**src/rtl/slot_pkg.sv**
```systemverilog
package slot_pkg;
  // tag byte bit offsets, relative to the top of the two fields
  localparam int TAG_TAIL_CELL = 0;
  localparam int TAG_HEAD_CELL = 1;
  localparam int TAG_TAIL_MARK = 2;
  localparam int TAG_HEAD_MARK = 3;
  localparam int TAG_W         = 8;

  typedef enum logic [1:0] {
    ERR_NONE  = 2'd0,
    ERR_ZERO  = 2'd1,
    ERR_ATOM  = 2'd2,
    ERR_MARK  = 2'd3
  } err_e;

  typedef enum logic [1:0] {
    ST_IDLE  = 2'd0,
    ST_ISSUE = 2'd1,
    ST_DATA  = 2'd2
  } walk_st_e;
endpackage

```
**src/rtl/slot_axis_norm.sv**
```systemverilog
module slot_axis_norm #(
  parameter int AXIS_W = 32,
  localparam int SW = $clog2(AXIS_W)
) (
  input  logic [AXIS_W-1:0] axis,
  output logic              axis_zero,
  output logic [SW-1:0]     steps,
  output logic [AXIS_W-1:0] path
);
  localparam logic [SW-1:0] TOP = SW'(AXIS_W - 1);

  logic [SW-1:0] lead_pos;
  logic [SW-1:0] shamt;

  // position of the leading one = number of walk steps
  always_comb begin
    lead_pos = '0;
    for (int i = 0; i < AXIS_W; i++) begin
      if (axis[i]) lead_pos = SW'(i);
    end
  end

  assign axis_zero = (axis == '0);
  assign steps     = lead_pos;
  assign shamt     = TOP - lead_pos;
  // first step bit lands at the MSB of path
  assign path      = (axis << shamt) << 1;
endmodule

```
**src/rtl/slot_cell_decode.sv**
```systemverilog
module slot_cell_decode
  import slot_pkg::*;
#(
  parameter int FIELD_W = 28,
  localparam int WORD_W = 2*FIELD_W + TAG_W
) (
  input  logic [WORD_W-1:0]  word,
  input  logic               sel_tail,
  output logic [FIELD_W-1:0] sel_val,
  output logic               sel_is_cell,
  output logic               marked,
  output logic               lone_atom
);
  localparam int TB = 2*FIELD_W;

  logic [FIELD_W-1:0] head_f, tail_f;
  logic head_cell, tail_cell;

  assign tail_f    = word[FIELD_W-1:0];
  assign head_f    = word[TB-1:FIELD_W];
  assign tail_cell = word[TB + TAG_TAIL_CELL];
  assign head_cell = word[TB + TAG_HEAD_CELL];

  assign marked    = word[TB + TAG_TAIL_MARK] | word[TB + TAG_HEAD_MARK];
  assign lone_atom = !head_cell && !tail_cell && (tail_f == '1);

  assign sel_val     = sel_tail ? tail_f    : head_f;
  assign sel_is_cell = sel_tail ? tail_cell : head_cell;
endmodule

```
**src/rtl/slot_walk_ctl.sv**
```systemverilog
module slot_walk_ctl
  import slot_pkg::*;
#(
  parameter int FIELD_W = 28,
  parameter int AXIS_W  = 32,
  localparam int SW = $clog2(AXIS_W)
) (
  input  logic               clk,
  input  logic               rst,
  input  logic               start,
  input  logic [FIELD_W-1:0] subject,
  input  logic               axis_zero,
  input  logic [SW-1:0]      steps,
  input  logic [AXIS_W-1:0]  path,
  input  logic [FIELD_W-1:0] sel_val,
  input  logic               sel_is_cell,
  input  logic               marked,
  input  logic               lone_atom,
  output logic               sel_tail,
  output logic               done,
  output logic [FIELD_W-1:0] res_val,
  output logic               res_is_cell,
  output logic               err,
  output logic [1:0]         err_code,
  output logic               rd_en,
  output logic [FIELD_W-1:0] rd_addr
);
  walk_st_e           st;
  logic [AXIS_W-1:0]  path_q;
  logic [SW-1:0]      left_q;
  logic               last_step;

  assign sel_tail  = path_q[AXIS_W-1];
  assign last_step = (left_q == SW'(1));

  always_ff @(posedge clk) begin
    if (rst) begin
      st          <= ST_IDLE;
      path_q      <= '0;
      left_q      <= '0;
      done        <= 1'b0;
      res_val     <= '0;
      res_is_cell <= 1'b0;
      err         <= 1'b0;
      err_code    <= ERR_NONE;
      rd_en       <= 1'b0;
      rd_addr     <= '0;
    end else begin
      done  <= 1'b0;
      rd_en <= 1'b0;
      case (st)
        ST_IDLE: begin
          if (start) begin
            if (axis_zero) begin
              done        <= 1'b1;
              err         <= 1'b1;
              err_code    <= ERR_ZERO;
              res_val     <= '0;
              res_is_cell <= 1'b0;
            end else if (steps == '0) begin
              done        <= 1'b1;
              err         <= 1'b0;
              err_code    <= ERR_NONE;
              res_val     <= subject;
              res_is_cell <= 1'b1;
            end else begin
              err     <= 1'b0;
              path_q  <= path;
              left_q  <= steps;
              rd_addr <= subject;
              rd_en   <= 1'b1;
              st      <= ST_ISSUE;
            end
          end else begin
            err <= 1'b0;
          end
        end
        ST_ISSUE: st <= ST_DATA;
        ST_DATA: begin
          if (marked || lone_atom || (!sel_is_cell && !last_step)) begin
            done        <= 1'b1;
            err         <= 1'b1;
            err_code    <= marked ? ERR_MARK : ERR_ATOM;
            res_val     <= '0;
            res_is_cell <= 1'b0;
            st          <= ST_IDLE;
          end else if (last_step) begin
            done        <= 1'b1;
            err_code    <= ERR_NONE;
            res_val     <= sel_val;
            res_is_cell <= sel_is_cell;
            st          <= ST_IDLE;
          end else begin
            rd_addr <= sel_val;
            rd_en   <= 1'b1;
            path_q  <= path_q << 1;
            left_q  <= left_q - SW'(1);
            st      <= ST_ISSUE;
          end
        end
        default: st <= ST_IDLE;
      endcase
    end
  end

  // completion is a one-cycle pulse
  p_done_pulse_r10: assert property (@(posedge clk) disable iff (rst)
    done |=> !done);
  // error only reported alongside completion
  p_err_with_done_r10: assert property (@(posedge clk) disable iff (rst)
    err |-> done);
  // each read strobe lasts one cycle
  p_rd_single_r9: assert property (@(posedge clk) disable iff (rst)
    rd_en |=> !rd_en);
  // zero address ends next cycle with code 1 and no read
  p_zero_axis_r1: assert property (@(posedge clk) disable iff (rst)
    (st == ST_IDLE && start && axis_zero) |=> (done && err && err_code == 2'd1 && !rd_en));
  // address 1 returns the subject pointer next cycle
  p_axis_one_r2: assert property (@(posedge clk) disable iff (rst)
    (st == ST_IDLE && start && !axis_zero && steps == '0)
      |=> (done && !err && res_is_cell && res_val == $past(subject)));
  // a marked word always ends the walk with code 3
  p_mark_stop_r8: assert property (@(posedge clk) disable iff (rst)
    (st == ST_DATA && marked) |=> (done && err_code == 2'd3));
endmodule

```
**src/rtl/slot_walk_top.sv**
```systemverilog
module slot_walk_top
  import slot_pkg::*;
#(
  parameter int FIELD_W = 28,
  parameter int AXIS_W  = 32,
  localparam int WORD_W = 2*FIELD_W + TAG_W,
  localparam int SW     = $clog2(AXIS_W)
) (
  input  logic               clk,
  input  logic               rst,
  input  logic               start,
  input  logic [FIELD_W-1:0] subject,
  input  logic [AXIS_W-1:0]  axis,
  output logic               done,
  output logic [FIELD_W-1:0] res_val,
  output logic               res_is_cell,
  output logic               err,
  output logic [1:0]         err_code,
  output logic               mem_rd_en,
  output logic [FIELD_W-1:0] mem_rd_addr,
  input  logic [WORD_W-1:0]  mem_rd_data
);
  logic               axis_zero;
  logic [SW-1:0]      steps;
  logic [AXIS_W-1:0]  path;
  logic               sel_tail;
  logic [FIELD_W-1:0] sel_val;
  logic               sel_is_cell, marked, lone_atom;

  slot_axis_norm #(.AXIS_W(AXIS_W)) u_norm (
    .axis(axis), .axis_zero(axis_zero), .steps(steps), .path(path)
  );

  slot_cell_decode #(.FIELD_W(FIELD_W)) u_dec (
    .word(mem_rd_data), .sel_tail(sel_tail), .sel_val(sel_val),
    .sel_is_cell(sel_is_cell), .marked(marked), .lone_atom(lone_atom)
  );

  slot_walk_ctl #(.FIELD_W(FIELD_W), .AXIS_W(AXIS_W)) u_ctl (
    .clk(clk), .rst(rst), .start(start), .subject(subject),
    .axis_zero(axis_zero), .steps(steps), .path(path),
    .sel_val(sel_val), .sel_is_cell(sel_is_cell), .marked(marked),
    .lone_atom(lone_atom), .sel_tail(sel_tail), .done(done),
    .res_val(res_val), .res_is_cell(res_is_cell), .err(err),
    .err_code(err_code), .rd_en(mem_rd_en), .rd_addr(mem_rd_addr)
  );
endmodule

```
**config.mk**
```make
export PLATFORM = sky130hd
export DESIGN_NAME = slot_walk_top
export DESIGN_NICKNAME = d
export VERILOG_FILES = /design/src/rtl/slot_pkg.sv /design/src/rtl/slot_axis_norm.sv /design/src/rtl/slot_cell_decode.sv /design/src/rtl/slot_walk_ctl.sv /design/src/rtl/slot_walk_top.sv
export SDC_FILE = /design/constraint.sdc
export NUM_CORES = 1
export LEC_CHECK = 0
export BUFFER_PORTS_ARGS = -buffer_cell sky130_fd_sc_hd__buf_4
export CORE_ASPECT_RATIO = 0.75
export CORE_MARGIN = 5
export CORE_UTILIZATION = 58
export DETAILED_ROUTE_END_ITERATION = 8
export GPL_TIMING_DRIVEN = 0
export PLACE_DENSITY = 0.87
export SYNTH_ARGS = -nofsm -noshare
export SYNTH_HDL_FRONTEND = slang
export SYNTH_SLANG_ARGS = --single-unit
```
**constraint.sdc**
```tcl
create_clock -name clk -period 8.4 [get_ports clk]
set_clock_uncertainty 0.15 [all_clocks]
set_input_delay 0.84 -clock clk [delete_from_list [all_inputs] [get_ports clk]]
set_output_delay 0.84 -clock clk [all_outputs]
set_load 0.03 [all_outputs]
```
==> impl_metrics.py, run 1 <==
metrics = {
    "global_route": {
        "grt_antenna_before_repair": 0,
        "grt_max_degree": 17,
        "grtUsageTotal": 0.427,
        "grt_pass1_wl_um": 50000,
        "overflow": 0,
        "grt_pass1_vias": 8604,
    },
    "critical_path": {
        "cp-end-kind": "flop",
        "cp.required_ns": 8.48,
        "cp_slowest_cell": "nor4_1",
        "crit_type": "in -> reg",
        "slowest_delay_ns": 0.82,
        "worstPathMaxFanout": 10,
        "startpoint_type": "input port",
        "cp_data_arrival_time_ns": 4.48,
        "path_delay_family": "compound AO/OA/AOI/OAI gates",
        "path_common_cell": "a311oi_1",
        "crit_path_cell_trace": "buf_4 -> nor4_1 -> o211ai_2 -> a21oi_4 -> clkbuf_1 -> nand3_1 -> a32oi_1 -> nor2_1 -> a311oi_1 -> a311oi_1",
        "cp-startpoint": "axis[7]",
        "timing.rr.start": "u_ctl.st[0]",
        "path_buf_inv": 2,
    },
    "cells_and_area": {
        "mostFrequentLayoutCells": "185 x buf_4, 159 x nor2_1, 100 x dfxtp_1",
        "syn2layout_area_growth_pct": 26.7,
        "layout_commonest_cell": "buf_4",
        "nets": 1257,
        "drive_gt1_frac": 0.237,
        "diodes": 0,
    },
    "floorplanning": {
        "initial_core_util": 0.586,
        "dieWidth_um": 138,
        "dieArea_um2": 14700,
        "die_h_um": 106,
        "rows": 35,
        "core_um2": 12200,
        "ioPinCount": 189,
    },
    "synthesis": {
        "ys_warn_count": 0,
        "synth.cell_area_um2": 7140,
        "synth_cells": 936,
        "synthesis.nets": 1065,
        "syn_area_per_cell_um2": 7.63,
        "yosysUniqueCellTypes": 80,
        "synthArstFlopShare": 0,
        "synth_edf_count": 0,
        "ys_seq_area_frac": 0.280,
        "synth_largest_area_cell": "dfxtp_1",
        "synth_top_area_frac": 0.280,
        "synth_flop_cell": "dfxtp_1",
        "synth-seq-cells": 100,
        "yosys-top-cells-area": "dfxtp_1 28%, nor2_1 8.4%, mux2i_1 7.7%",
    },
    "place": {
        "hpwl_um": 24900,
        "dp_slack_ns": 4.12,
        "numPortBuffers": 181,
        "place.gp.congestion": 1.05,
    },
    "drt": {
        "vias_per_cell": 7.32,
        "drt_iter0_drc": 1797,
        "vias": 9495,
        "ant_nets": 0,
        "firstDrtPassIters": 9,
        "wl_per_cell_um": 25.6,
        "drc_errors": 0,
        "wl_um": 33200,
    },
    "worst_hold_path": {
        "hp-class": "reg -> reg",
        "worstHoldStart": "u_ctl.path_q[20]",
    },
    "pwr": {
        "clkPwrFrac": 0.323,
        "p_seq_frac": 0.357,
        "internal-power_uw": 981,
        "switching_share": 0.349,
        "p_per_area_nw_per_um2": 167,
        "p_comb_frac": 0.320,
        "ir_drop_v": 0.000146,
        "switchingPower_uw": 527,
        "leakage_uw": 0.00356,
    },
    "cts": {
        "clk_latency_ns": 0.37,
        "h-tree-depth": 3,
        "cts_buffers": 9,
        "hold_buffers": 0,
        "root_buffer": "clkbuf_16",
        "cts-resized-gates": 0,
        "clock_sinks": 100,
        "cts_tree": "done",
        "clockBufferDepth": 2,
        "clkSlewWorstSetupHoldPaths_ns": 0.07,
        "cts_setup_buffers": 0,
    },
    "timing": {
        "setup_ws_ns": 4.00,
        "setup_viol": 0,
        "hold-worst-slack_ns": 0.350,
        "drv_slew": 0,
        "rsz0062_at_grt": "no",
        "finalCriticalPeriod_ns": 4.40,
        "fin_crit_sh": 0.524,
        "fin_tns_setup_ns": 0,
        "max_freq_mhz": 227,
        "hold_viol": 0,
        "slew_headroom": 0.182,
        "tightestPinTransition_ns": 1.22,
    },
    "run": {
        "cap_viol_max_count": 0,
    },
    "status": {
        "status": "completed",
    },
}
power groups by stage:
stage,registers [µW],logic (µW),clock network (µW)
5_1_grt,542,502,500
3_3_place_gp,545,450,0
6_report,539,483,487
4_1_cts,537,460,475
3_5_place_dp,547,455,0
2_1_floorplan,583,231,0
final cells by class:
type | count | area, µm²
multi-input combinational | 741 | 4700
buffer | 84 | 392
inverter | 11 | 41.3
clock buffer | 9 | 225
timing repair buffer | 181 | 1360
clock inverter | 6 | 113
tap | 166 | 208
sequential | 100 | 2000
fill | 920 | 3130
registers in the layout, indices dropped and copies added (netlist names):
name	count
u_ctl.path_q	31
u_ctl.rd_addr	28
u_ctl.res_val	28
u_ctl.left_q	5
u_ctl.err_code	2
u_ctl.st	2
u_ctl.done	1
u_ctl.err	1
u_ctl.rd_en	1
u_ctl.res_is_cell	1
cells in the mapped netlist, drive strengths merged (3+ instances only):
cell type and count:
and2 6, a211oi 74, nor2b 5, or2 4, clkbuf 48, nor4 13, o21a 5, a22oi 5
o22ai 4, inv 11, or4 3, nand2 61, a2111oi 4, nand3 37, a221o 3, a311oi 16
a32oi 33, o211ai 6, a21oi 45, a22o 5, nor3 57, o21ai 34, o32ai 4, nor2 161
buf 36, nand4 12, mux2 11, a31oi 13, mux2i 55, dfxtp 100, nand2b 6, and3 7
o31ai 3, a221oi 13
per-layer routing:
| layer | vias to the layer above | track usage | part of all wire |
|---|---|---|---|
| met5 | - | 0 | 0 |
| met4 | 0 | 0.125 | 0.035 |
| met3 | 157 | 0.170 | 0.17 |
| met2 | 955 | 0.599 | 0.41 |
| met1 | 4404 | 0.602 | 0.39 |
| li1 | 3979 | - | - |
worst min-delay path, cell delays in order, from the launching register on:
cell	delay [ns]
dfxtp_1	0.31
nor2_1	0.10
nor3_1	0.05
final timing paths:
path,to,slack [ns],cells after the start
hold reg to reg,u_ctl.path_q[20],0.35,2
setup / recovery,u_ctl.path_q[25],4.00,10
setup reg to reg,u_ctl.path_q[27],5.31,10
hold / removal,u_ctl.path_q[20],0.35,2
logic make-up after synthesis:
kind of cell,share of synthesized area
AND/OR/NAND/NOR,0.251
AO/OA/AOI/OAI,0.304
flip-flops,0.280
buffers and inverters,0.0606
multiplexers,0.101
adder cells (fa/ha/maj),0.00350
per-stage QoR:
step / cells / utilization / total power, µW / area (µm²)
2_1_floorplan: 936 / - / 814 / 7140
3_3_place_gp: 1283 / 0.715 / 995 / 8710
3_5_place_dp: 1283 / 0.715 / 1000 / 8710
4_1_cts: 1298 / 0.743 / 1470 / 9040
5_1_grt: 1298 / 0.743 / 1540 / 9040
6_report: 1298 / 0.743 / 1510 / 9040
Note: power is estimated with default switching activity, not from simulation.
==> run 2, diff against run 1 <==
- CORE_UTILIZATION: 58 -> 54
- PLACE_DENSITY: 0.87 -> 0.82
- clock period: 8.4 -> 4.31 ns (I/O delays scaled with it)
==> impl_metrics.py, run 2 (synthesis gave the netlist of run 1 again) <==
metrics = {
    "critical_path": {
        "crit_path_end": "u_ctl.path_q[25]",
        "cp-end-kind": "flop",
        "crit_type": "in -> reg",
        "cp.required_ns": 4.36,
        "r2r_slack_ns": 1.12,
        "cp-startpoint": "axis[7]",
        "r2r_cells": 10,
        "cp_data_arrival_time_ns": 4.03,
        "timing.rr.start": "u_ctl.st[0]",
        "worstPathMaxFanout": 10,
        "r2r-end": "u_ctl.path_q[27]",
        "startpoint_type": "input port",
    },
    "pwr": {
        "p_seq_frac": 0.376,
        "p_per_area_nw_per_um2": 309,
        "leakage_uw": 0.00354,
        "p_comb_frac": 0.333,
        "internal-power_uw": 1800,
        "clkPwrFrac": 0.291,
        "switchingPower_uw": 987,
        "switching_share": 0.354,
        "p_total_uw": 2780,
        "ir_drop_v": 0.000301,
    },
    "timing": {
        "setup_viol": 0,
        "finalCriticalPeriod_ns": 3.98,
        "hold_viol": 0,
        "setup_ws_ns": 0.334,
        "tightestPinTransition_ns": 1.37,
        "max_freq_mhz": 252,
        "rsz0062_at_grt": "no",
        "fin_crit_sh": 0.923,
        "slew_headroom": 0.0820,
        "drv_slew": 0,
        "fin_tns_setup_ns": 0,
    },
    "floorplanning": {
        "dieArea_um2": 15600,
        "ioPinCount": 189,
        "initial_core_util": 0.550,
        "core_um2": 13000,
        "die_h_um": 110,
        "rows": 36,
        "dieWidth_um": 143,
    },
    "global_route": {
        "grtUsageTotal": 0.385,
        "grt_antenna_before_repair": 1,
        "grt_pass1_vias": 8008,
        "grt_max_degree": 17,
        "overflow": 0,
        "grt_pass1_wl_um": 46700,
    },
    "cts": {
        "clkSlewWorstSetupHoldPaths_ns": 0.07,
        "hold_buffers": 0,
        "cts_tree": "done",
        "root_buffer": "clkbuf_16",
        "cts-resized-gates": 0,
        "cts_setup_buffers": 0,
        "clk_latency_ns": 0.35,
        "h-tree-depth": 3,
        "clock_sinks": 100,
        "cts_buffers": 9,
        "clockBufferDepth": 2,
    },
    "drt": {
        "wl_um": 31800,
        "drt_iter0_drc": 1371,
        "drc_errors": 0,
        "wl_per_cell_um": 24.4,
        "vias_per_cell": 6.97,
        "ant_nets": 0,
        "vias": 9095,
        "firstDrtPassIters": 6,
    },
    "place": {
        "numPortBuffers": 181,
        "dp_slack_ns": 0.322,
        "place.gp.congestion": 1.04,
        "hpwl_um": 24900,
    },
    "cells_and_area": {
        "diodes": 0,
        "top_register": "u_ctl.path_q",
        "layout_commonest_cell": "buf_4",
        "largest_reg_flops": 31,
        "mostFrequentLayoutCells": "185 x buf_4, 159 x nor2_1, 100 x dfxtp_1",
        "drive_gt1_frac": 0.237,
        "syn2layout_area_growth_pct": 26.1,
        "nets": 1257,
        "top_regs": "u_ctl.path_q (31), u_ctl.rd_addr (28), u_ctl.res_val (28)",
    },
    "run": {
        "cap_viol_max_count": 0,
    },
    "worst_hold_path": {
        "hp-class": "in -> reg",
    },
    "status": {
        "status": "completed",
    },
}
[run 2: cell count changes in the layout (fill, tap and decap cells not counted), sizes merged]
| cell | delta |
|---|---|
| bufinv | -2 |
| clkinvlp | +1 |
| clkbuf | +1 |
| clkinv | +2 |
| inv | -1 |
[run 2: critical path, stage by stage]
cell      delay [ns]
buf_4           0.14
nor4_1          0.90
o211ai_2        0.27
a21oi_4         0.35
clkbuf_1        0.49
nand3_1         0.21
a32oi_1         0.60
nor2_1          0.09
a311oi_1        0.40
a311oi_1        0.14
[run 2: per-layer routing]
metal  GRT usage  wire length (µm)
met1       0.571             12900
met2       0.515             12800
met3       0.165              5460
met4      0.0753               620
met5           0                13
[run 2: power groups by stage]
| stage | Clock, µW | Combinational (µW) | Sequential [µW] |
|---|---|---|---|
| after floorplan | 0 | 450 | 1140 |
| after global placement | 0 | 882 | 1060 |
| after detailed placement | 0 | 885 | 1060 |
| after CTS | 808 | 890 | 1040 |
| after global routing | 845 | 972 | 1050 |
| final | 809 | 928 | 1050 |
[run 2: how the worst min path moves through the flow]
stage / start / end / slack (ns) / cells past startpoint
final: subject[26] / u_ctl.rd_addr[26] / 0.24 / 3
after global routing: subject[3] / u_ctl.rd_addr[3] / 0.25 / 3
after CTS: subject[26] / u_ctl.rd_addr[26] / 0.23 / 3
after detailed placement: u_ctl.path_q[10] / u_ctl.path_q[10] / 0.33 / 2
after global placement: u_ctl.path_q[1] / u_ctl.path_q[1] / 0.32 / 2
after floorplan: u_ctl.path_q[1] / u_ctl.path_q[1] / 0.31 / 2
[run 2: layout make-up]
type	instances	area, µm²
tap	171	214
buffer	84	392
fill	1113	3970
timing repair buffer	181	1360
sequential	100	2000
multi-input combinational	741	4700
clock buffer	10	229
clock inverter	6	65.1
inverter	11	41.3
[run 2: per-stage QoR]
step	area [µm²]	hold slack (ns)	std cells	util
2_1_floorplan	7140	0.307	936	-
3_3_place_gp	8710	0.321	1288	0.672
3_5_place_dp	8710	0.330	1288	0.672
4_1_cts	9010	0.231	1304	0.694
5_1_grt	9010	0.255	1304	0.694
6_report	9010	0.238	1304	0.694
==> run 3, diff against run 2 <==
- CORE_MARGIN: 5 -> 2
- GPL_ROUTABILITY_DRIVEN: not set -> 0
==> impl_metrics.py, run 3 (synthesis gave the netlist of run 1 again) <==
metrics = {
    "status": {
        "status": "finished with violations",
        "violations": "DRC",
    },
    "floorplanning": {
        "core_um2": 12900,
        "die_h_um": 104,
        "dieArea_um2": 14200,
        "dieWidth_um": 137,
        "initial_core_util": 0.552,
        "ioPinCount": 189,
        "rows": 36,
    },
    "pwr": {
        "p_comb_frac": 0.331,
        "switchingPower_uw": 979,
        "switching_share": 0.353,
        "p_per_area_nw_per_um2": 308,
        "p_total_uw": 2770,
        "leakage_uw": 0.00353,
        "p_seq_frac": 0.378,
        "internal-power_uw": 1790,
        "clkPwrFrac": 0.291,
        "ir_drop_v": 0.000262,
    },
    "timing": {
        "max_freq_mhz": 262,
        "rsz0062_at_grt": "no",
        "drv_slew": 0,
        "setup_viol": 0,
        "fin_crit_sh": 0.884,
        "finalCriticalPeriod_ns": 3.81,
        "fin_tns_setup_ns": 0,
        "hold_viol": 0,
        "tightestPinTransition_ns": 1.06,
        "slew_headroom": 0.290,
    },
    "cells_and_area": {
        "n_fill_cell": 1132,
        "largest_reg_flops": 31,
        "nets": 1257,
        "drive_gt1_frac": 0.236,
        "mostFrequentLayoutCells": "185 x buf_4, 159 x nor2_1, 100 x dfxtp_1",
        "top_regs": "u_ctl.path_q (31), u_ctl.rd_addr (28), u_ctl.res_val (28)",
        "top_register": "u_ctl.path_q",
        "syn2layout_area_growth_pct": 26.1,
        "layout_commonest_cell": "buf_4",
        "multi_input_area_um2": 4700,
        "diodes": 0,
        "seq_area_um2": 2000,
    },
    "drt": {
        "dr_wl_met2_um": 11800,
        "top_layer": "met5",
        "wl_per_cell_um": 23.0,
        "drc_errors": 44,
        "wl_um": 29900,
        "met3_length_um": 5250,
        "m1WireLength_um": 11700,
        "firstDrtPassIters": 9,
        "drt_iter0_drc": 1536,
        "vias_per_cell": 6.98,
        "vias": 9087,
        "ant_nets": 0,
    },
    "critical_path": {
        "cp.required_ns": 4.36,
        "cp_data_arrival_time_ns": 3.86,
        "cp-startpoint": "axis[7]",
        "startpoint_type": "input port",
        "worstPathMaxFanout": 10,
        "cp_slowest_cell": "nor4_1",
        "crit_type": "in -> reg",
        "cp-end-kind": "flop",
        "slowest_delay_ns": 0.90,
        "path_common_cell": "a311oi_1",
        "crit_path_cell_trace": "buf_4 -> nor4_1 -> o211ai_2 -> a21oi_4 -> clkbuf_1 -> nand3_1 -> a32oi_1 -> nor2_1 -> a311oi_1 -> a311oi_1",
        "timing.rr.start": "u_ctl.st[0]",
    },
    "cts": {
        "cts_setup_buffers": 0,
        "clk_latency_ns": 0.34,
        "hold_buffers": 0,
        "clockBufferDepth": 2,
        "root_buffer": "clkbuf_16",
        "cts-resized-gates": 0,
        "cts_tree": "done",
        "cts_buffers": 9,
        "clock_sinks": 100,
        "h-tree-depth": 3,
        "clkSlewWorstSetupHoldPaths_ns": 0.07,
    },
    "worst_hold_path": {
        "worstHoldStart": "subject[17]",
        "hp-class": "in -> reg",
    },
    "run": {
        "cap_viol_max_count": 0,
    },
    "global_route": {
        "overflow": 0,
        "grt_max_degree": 17,
        "grt_antenna_before_repair": 1,
        "grt_pass1_wl_um": 45100,
        "grt_pass1_vias": 8215,
        "grtUsageTotal": 0.407,
    },
    "place": {
        "numPortBuffers": 181,
        "hpwl_um": 22700,
    },
}
## run 3: power groups by stage
stage	Clock [µW]	Sequential (µW)	Combinational (µW)
final	806	1050	918
after global routing	835	1050	962
after CTS	800	1050	876
after detailed placement	0	1070	872
after global placement	0	1060	864
after floorplan	0	1140	450
## run 3: critical path, delay by kind of cell
| family | cells | cell delay [ns] |
|---|---|---|
| AO/OA/AOI/OAI | 5 | 1.51 |
| buffers and inverters | 2 | 0.62 |
| AND/OR/NAND/NOR | 3 | 1.30 |
## run 3: path summary, 6_finish.rpt
check	end	slack (ns)	cells after the start
max	u_ctl.path_q[25]	0.50	10
min	u_ctl.rd_addr[17]	0.23	3
max reg2reg	u_ctl.path_q[27]	1.14	10
min reg2reg	u_ctl.err_code[1]	0.34	2
## run 3: stage by stage
| step | setup slack (ns) | area [µm²] | hold slack [ns] | utilization | instances |
|---|---|---|---|---|---|
| 6_report | 0.498 | 9000 | 0.232 | 0.696 | 1302 |
| 5_1_grt | 0.484 | 9000 | 0.251 | 0.696 | 1302 |
| 4_1_cts | 0.789 | 9000 | 0.233 | 0.696 | 1302 |
| 3_5_place_dp | 0.444 | 8710 | 0.332 | 0.674 | 1288 |
| 3_3_place_gp | 0.436 | 8710 | 0.312 | 0.674 | 1288 |
| 2_1_floorplan | 1.35 | 7140 | 0.307 | - | 936 |
## run 3: cell type report
type | count | share of cell area
multi-input combinational | 741 | 0.523
sequential | 100 | 0.222
timing repair buffer | 181 | 0.151
buffer | 84 | 0.0435
clock buffer | 9 | 0.0250
tap | 171 | 0.0238
clock inverter | 5 | 0.00695
inverter | 11 | 0.00459
## run 3: layer usage
layer,GRT usage,vias up
met5,0,-
met4,0.116,4
met3,0.189,150
met2,0.559,800
met1,0.566,4175
li1,-,3958
